==> src/rtl/uart_tx_pkg.sv <==
package uart_tx_pkg;

    // Controller states
    typedef enum logic [2:0] {
        ST_OFF,
        ST_READY,
        ST_DATA,
        ST_BREAK,
        ST_IDLE
    } tx_state_e;

    // What the shift register is loaded with on a launch tick
    typedef enum logic [1:0] {
        LD_NONE,
        LD_BREAK,
        LD_IDLE,
        LD_DATA
    } load_kind_e;

endpackage

==> src/rtl/tx_request_queue.sv <==
module tx_request_queue
    import uart_tx_pkg::*;
#(
    parameter int DATA_W = 9
) (
    input  logic              clk,
    input  logic              rst_n,
    input  logic              wr_en,
    input  logic [DATA_W-1:0] wr_data,
    input  logic              tx_en,
    input  logic              brk_req,
    input  load_kind_e        load_kind,
    output logic              brk_pend,
    output logic              idle_pend,
    output logic              buf_full,
    output logic [DATA_W-1:0] buf_word
);

    logic en_q;
    logic brk_q;
    logic en_rise;
    logic brk_rise;

    assign en_rise  = tx_en & ~en_q;
    assign brk_rise = brk_req & ~brk_q;

    always_ff @(posedge clk or negedge rst_n) begin
        if (!rst_n) begin
            en_q      <= 1'b0;
            brk_q     <= 1'b0;
            brk_pend  <= 1'b0;
            idle_pend <= 1'b0;
            buf_full  <= 1'b0;
            buf_word  <= '0;
        end else begin
            en_q  <= tx_en;
            brk_q <= brk_req;

            // A launched break re-arms itself while the request is held
            if (load_kind == LD_BREAK) begin
                brk_pend <= brk_req;
            end else if (brk_rise) begin
                brk_pend <= 1'b1;
            end

            if (en_rise) begin
                idle_pend <= 1'b1;
            end else if (load_kind == LD_IDLE) begin
                idle_pend <= 1'b0;
            end

            // A write wins over a simultaneous hand-over to the shifter
            if (wr_en) begin
                buf_full <= 1'b1;
                buf_word <= wr_data;
            end else if (load_kind == LD_DATA) begin
                buf_full <= 1'b0;
            end
        end
    end

endmodule

==> src/rtl/tx_bit_shifter.sv <==
module tx_bit_shifter #(
    parameter int SR_W  = 12,
    parameter int CNT_W = 4
) (
    input  logic             clk,
    input  logic             rst_n,
    input  logic             baud_tick,
    input  logic             load,
    input  logic [SR_W-1:0]  load_bits,
    input  logic [CNT_W-1:0] load_len,
    output logic             last_bit,
    output logic             head_bit
);

    logic [SR_W-1:0]  sreg;
    logic [CNT_W-1:0] remain;

    assign last_bit = (remain == CNT_W'(1));
    assign head_bit = sreg[0];

    always_ff @(posedge clk or negedge rst_n) begin
        if (!rst_n) begin
            sreg   <= '1;
            remain <= '0;
        end else if (load) begin
            sreg   <= load_bits;
            remain <= load_len;
        end else if (baud_tick && (remain != '0)) begin
            sreg   <= {1'b1, sreg[SR_W-1:1]};
            remain <= remain - CNT_W'(1);
        end
    end

endmodule

==> src/rtl/uart_tx_engine.sv <==
module uart_tx_engine
    import uart_tx_pkg::*;
#(
    parameter int DATA_W    = 9,
    parameter int BRK_EXTRA = 3
) (
    input  logic              clk,
    input  logic              rst_n,
    input  logic              baud_tick,
    input  logic              wr_en,
    input  logic [DATA_W-1:0] wr_data,
    input  logic              tx_en,
    input  logic              brk_req,
    input  logic              brk_ext,
    input  logic              nine_bit,
    input  logic              two_stop,
    output logic              buf_empty,
    output logic              serial_out
);

    localparam int SR_W    = DATA_W + 3;
    localparam int LEN_MAX = SR_W + BRK_EXTRA;
    localparam int CNT_W   = $clog2(LEN_MAX + 1);

    tx_state_e         state;
    tx_state_e         state_nx;
    load_kind_e        load_kind;
    logic              brk_pend;
    logic              idle_pend;
    logic              buf_full;
    logic [DATA_W-1:0] buf_word;
    logic              sh_last;
    logic              sh_head;
    logic              sh_free;
    logic [SR_W-1:0]   frame_bits;
    logic [CNT_W-1:0]  frame_len;
    logic [CNT_W-1:0]  load_len;

    tx_request_queue #(
        .DATA_W (DATA_W)
    ) u_queue (
        .clk       (clk),
        .rst_n     (rst_n),
        .wr_en     (wr_en),
        .wr_data   (wr_data),
        .tx_en     (tx_en),
        .brk_req   (brk_req),
        .load_kind (load_kind),
        .brk_pend  (brk_pend),
        .idle_pend (idle_pend),
        .buf_full  (buf_full),
        .buf_word  (buf_word)
    );

    tx_bit_shifter #(
        .SR_W  (SR_W),
        .CNT_W (CNT_W)
    ) u_shift (
        .clk       (clk),
        .rst_n     (rst_n),
        .baud_tick (baud_tick),
        .load      (load_kind != LD_NONE),
        .load_bits (frame_bits),
        .load_len  (load_len),
        .last_bit  (sh_last),
        .head_bit  (sh_head)
    );

    // Frame length in bit times: start + data + stop
    always_comb begin
        frame_len = CNT_W'(1 + (nine_bit ? DATA_W : DATA_W - 1) + (two_stop ? 2 : 1));
    end

    // Data frame image, LSB shifted out first; unused upper positions are stop level
    always_comb begin
        frame_bits    = '1;
        frame_bits[0] = 1'b0;
        for (int i = 0; i < DATA_W; i++) begin
            if (nine_bit || (i < DATA_W - 1)) begin
                frame_bits[1 + i] = buf_word[i];
            end
        end
    end

    // Shift register can accept a new character on this cycle
    always_comb begin
        sh_free = (state == ST_OFF) || (state == ST_READY) || (baud_tick && sh_last);
    end

    // Launch selection with fixed priority
    always_comb begin
        load_kind = LD_NONE;
        load_len  = frame_len;
        if (baud_tick && tx_en && sh_free) begin
            if (brk_pend) begin
                load_kind = LD_BREAK;
                load_len  = frame_len + (brk_ext ? CNT_W'(BRK_EXTRA) : CNT_W'(0));
            end else if (idle_pend) begin
                load_kind = LD_IDLE;
            end else if (buf_full) begin
                load_kind = LD_DATA;
            end
        end
    end

    function automatic tx_state_e after_launch(load_kind_e k, logic en);
        tx_state_e s;
        unique case (k)
            LD_BREAK: s = ST_BREAK;
            LD_IDLE:  s = ST_IDLE;
            LD_DATA:  s = ST_DATA;
            default:  s = en ? ST_READY : ST_OFF;
        endcase
        return s;
    endfunction

    // Next-state logic
    always_comb begin
        state_nx = state;
        unique case (state)
            ST_OFF, ST_READY: begin
                state_nx = after_launch(load_kind, tx_en);
            end
            ST_DATA, ST_BREAK, ST_IDLE: begin
                if (baud_tick && sh_last) begin
                    state_nx = after_launch(load_kind, tx_en);
                end
            end
            default: state_nx = ST_OFF;
        endcase
    end

    // State register
    always_ff @(posedge clk or negedge rst_n) begin
        if (!rst_n) begin
            state <= ST_OFF;
        end else begin
            state <= state_nx;
        end
    end

    // Outputs
    always_comb begin
        buf_empty = ~buf_full;
        unique case (state)
            ST_DATA:  serial_out = sh_head;
            ST_BREAK: serial_out = 1'b0;
            default:  serial_out = 1'b1;
        endcase
    end

endmodule

==> config.mk <==
export PLATFORM = sky130hd
export DESIGN_NAME = uart_tx_engine
export DESIGN_NICKNAME = d
export VERILOG_FILES = /design/src/rtl/uart_tx_pkg.sv /design/src/rtl/tx_request_queue.sv /design/src/rtl/tx_bit_shifter.sv /design/src/rtl/uart_tx_engine.sv
export SDC_FILE = /design/constraint.sdc
export NUM_CORES = 1
export LEC_CHECK = 0
export BUFFER_PORTS_ARGS = -buffer_cell sky130_fd_sc_hd__buf_2
export CORE_MARGIN = 2
export CORE_UTILIZATION = 51
export DETAILED_ROUTE_END_ITERATION = 16
export GPL_ROUTABILITY_DRIVEN = 0
export PLACE_DENSITY = 0.74
export SLEW_MARGIN = 40
export SYNTH_ARGS = -nofsm -noshare
export SYNTH_HDL_FRONTEND = slang
export SYNTH_SLANG_ARGS = --single-unit
export TNS_END_PERCENT = 50
==> constraint.sdc <==
create_clock -name clk -period 1.9 [get_ports clk]
set_clock_uncertainty 0.15 [all_clocks]
set_input_delay 0.19 -clock clk [delete_from_list [all_inputs] [get_ports clk]]
set_output_delay 0.19 -clock clk [all_outputs]
set_load 0.005 [all_outputs]
==> impl_metrics.json <==
{
  "tightestPinTransition_ns": 0.6740,
  "synth-simple-area-share_pct": 10.84,
  "arrival_ns": 2.00,
  "slowest_stage": "dfrtp_1",
  "area_growth_pct": 33.21,
  "muxShareOfSynthArea_pct": 21.39,
  "wirelength_um": 3858,
  "crit_type": "flop to flop",
  "wl_met1_um": 1539,
  "grt_setup_unrepaired": "true",
  "clk_path_buf_depth": 2,
  "synth_warnings": 0,
  "synth_cells": 136,
  "vias_per_cell": 5.457,
  "worst_path_largest_cell_delay_ns": 0.41,
  "ir_drop_mv": 0.7658,
  "end_kind": "flop",
  "vias": 1277,
  "die_x_um": 61.08,
  "synth_xor_area_share_pct": 1.054,
  "io_buffers": 19,
  "max_freq_mhz": 529.0,
  "fin_crit_ns": 1.890,
  "cts.clk_slew.worst_paths_ns": 0.09,
  "detailed_place_hpwl_um": 2372,
  "coreArea_mm2": 0.003078,
  "grt_pass1_wl_um": 6334,
  "crit_path_start_kind": "flop",
  "clock_latency_ns": 0.33,
  "min_path_type": "input pin to flop",
  "n_fill_cell": 216,
  "tns_ns": 0,
  "synth_common_cells": "21 x dfrtp_1, 13 x mux2_2, 10 x a21oi_1, 10 x dfstp_2",
  "worst-path-max-fanout": 6,
  "power_density_mw_per_mm2": 1134,
  "rr_startpoint": "u_shift.remain[1]$_DFFE_PN0P_",
  "die_y_um": 61.08,
  "h-tree-depth": 2,
  "rr_worst_depth": 7,
  "grt_usage_pct": 24.35,
  "rows": 20,
  "hold_violations": 0,
  "ys_ff_latch": 31,
  "ys_top_cells_by_area": "dfrtp_1 32%, dfstp_2 16%, mux2_2 8.8%",
  "synth_fa_ha_area_share_pct": 5.723,
  "yosysMostFrequentCell": "dfrtp_1",
  "drt-wirelength-per-cell_um": 16.49,
  "ios": 20,
  "postSynth.asyncResetShare_pct": 100.0,
  "antennaDiodeCount": 0,
  "power_leakage_nw": 1.023,
  "timing.final.crit_share_pct": 99.48,
  "synth_seq_area_share_pct": 47.44,
  "grt_pass1_vias": 1366,
  "dr_wl_met3_um": 117,
  "synth_top_family_by_area": "multiplexers",
  "fin_nets": 215,
  "ant_nets": 0,
  "syn_nets": 161,
  "wl_met2_um": 2143,
  "synth_compound_area_share_pct": 10.09,
  "yosysUniqueCellTypes": 41,
  "grt_overflow": 0,
  "drt_iter0_markers": 69,
  "r2r_setup_slack_ns": 0.01,
  "setup_viol": 0,
  "start_util_pct": 53.98,
  "drc": 0,
  "drive_above_1_share_pct": 48.95,
  "synth_flop_cell": "dfrtp_1",
  "slew_headroom_pct": 55.07,
  "synth_edf_count": 0,
  "syn_area_mm2": 0.001662,
  "die_area_mm2": 0.003731,
  "finalPower_mw": 2.511,
  "grt_max_degree": 32,
  "antenna_found_initial": 0,
  "cts_sinks": 31,
  "synth_largest_area_cell": "dfrtp_1",
  "cp_cell_sequence": "inv_2 > ha_4 > inv_2 > o31ai_4 > buf_6 > mux2_4 > mux2_4",
  "startpoint": "u_shift.remain[1]$_DFFE_PN0P_",
  "endpoint": "u_shift.sreg[8]$_DFFE_PN1P_",
  "cts_root_buf": "clkbuf_4",
  "highest_layer": "met4",
  "cts_tree": "done",
  "drv_slew": 0,
  "dr.pass1.iters": 4,
  "drv_cap": 0,
  "cts_buffers": 5,
  "r2r_end": "u_shift.sreg[8]$_DFFE_PN1P_",
  "avgSynthCellArea_um2": 12.22,
  "yosys.area.top_type_share_pct": 31.63,
  "status": "complete, no violations",
  "worstPathRequired_ns": 2.01
}
where the power goes:
group / internal [mW] / switching, mW / leakage, nW / total, mW
Sequential: 0.884 / 0.179 / 0.344 / 1.06
Combinational: 0.638 / 0.420 / 0.645 / 1.06
Clock: 0.171 / 0.218 / 0.0341 / 0.389
Total: 1.69 / 0.817 / 1.02 / 2.51
worst min-delay path by stage:
stage / from / endpoint / slack [ns] / cells after the start
after global routing: nine_bit / u_shift.sreg[9]$_DFFE_PN1P_ / 0.05 / 3
after detailed placement: rst_n / u_queue.en_q$_DFF_PN0_ / 0.11 / 1
after CTS: wr_en / u_queue.buf_full$_DFFE_PN0P_ / 0.06 / 3
final: nine_bit / u_shift.sreg[9]$_DFFE_PN1P_ / 0.06 / 3
after floorplan: rst_n / state[0]$_DFFE_PN0P_ / -0.26 / 0
after global placement: rst_n / u_queue.buf_full$_DFFE_PN0P_ / 0.10 / 1
worst max-delay path, delay by kind of cell (launching register included):
family,cells,cell delay [ns]
multiplexers,2,0.57
AO/OA/AOI/OAI,1,0.21
buffers and inverters,3,0.32
adder cells (fa/ha/maj),1,0.14
flip-flops,1,0.41
layer usage:
metal / GRT usage, % / vias to the layer above
li1: - / 599
met1: 27.15 / 644
met2: 42.40 / 28
met3: 9.454 / 6
met4: 8.385 / 0
met5: 0 / -
area by class of cell:
type	count	area, µm²	share of cell area (%)
tap	44	55.05	2.487
inverter	8	30.03	1.357
timing repair buffer	50	372.9	16.85
clock buffer	6	51.30	2.318
sequential	31	788.3	35.61
clock inverter	1	5.005	0.2261
multi-input combinational	94	910.9	41.15
cells in the final DEF (no fill, tap or decap), types with 5 or more instances in the layout:
| cell type | synthesis | final |
|---|---|---|
| a21oi_1 | 10 | 10 |
| buf_2 | 1 | 19 |
| buf_4 | 0 | 15 |
| clkbuf_4 | 0 | 5 |
| dfrtp_1 | 21 | 21 |
| dfstp_2 | 10 | 10 |
| dlygate4sd3_1 | 0 | 12 |
| inv_1 | 8 | 5 |
| mux2_2 | 13 | 10 |
| mux2_4 | 6 | 16 |
| nand2_1 | 7 | 7 |
| nor2_1 | 8 | 7 |
registers in the layout, summed over array words and instances, names as in the netlist:
name / count
u_queue.buf_full: 1
u_queue.idle_pend: 1
u_queue.brk_pend: 1
state: 3
u_shift.sreg: 10
u_queue.en_q: 1
u_queue.brk_q: 1
u_shift.remain: 4
u_queue.buf_word: 9
cell families (layout without fill, tap and decap cells):
group / Yosys count / in the layout
compound gates: 22 / 23
xor+xnor: 2 / 2
fa+ha+maj: 7 / 7
buf+inv: 12 / 65
flops: 31 / 31
mux: 30 / 30
simple gates: 32 / 32
stage by stage:
stage	cells	utilization, %	cell area (µm²)	worst slack, ns	hold WS, ns
final	234	71.91	2213	0.009787	0.05848
after global routing	234	71.91	2213	-0.02980	0.04884
after CTS	233	71.34	2196	-0.02560	0.06350
after detailed placement	203	60.61	1866	-0.04209	0.1094
after global placement	203	60.61	1866	0.02667	0.1034
after floorplan	136	-	1677	0.01263	-0.2556
repair_timing:
action,CTS,global route
gates cloned,2,0
gates resized for setup,15,10
hold buffers,12,0
hold endpoints to repair,33,0
setup endpoints to repair,8,16
setup buffers,9,3
pin swaps,3,2
Power figures use the tool's default switching activity.
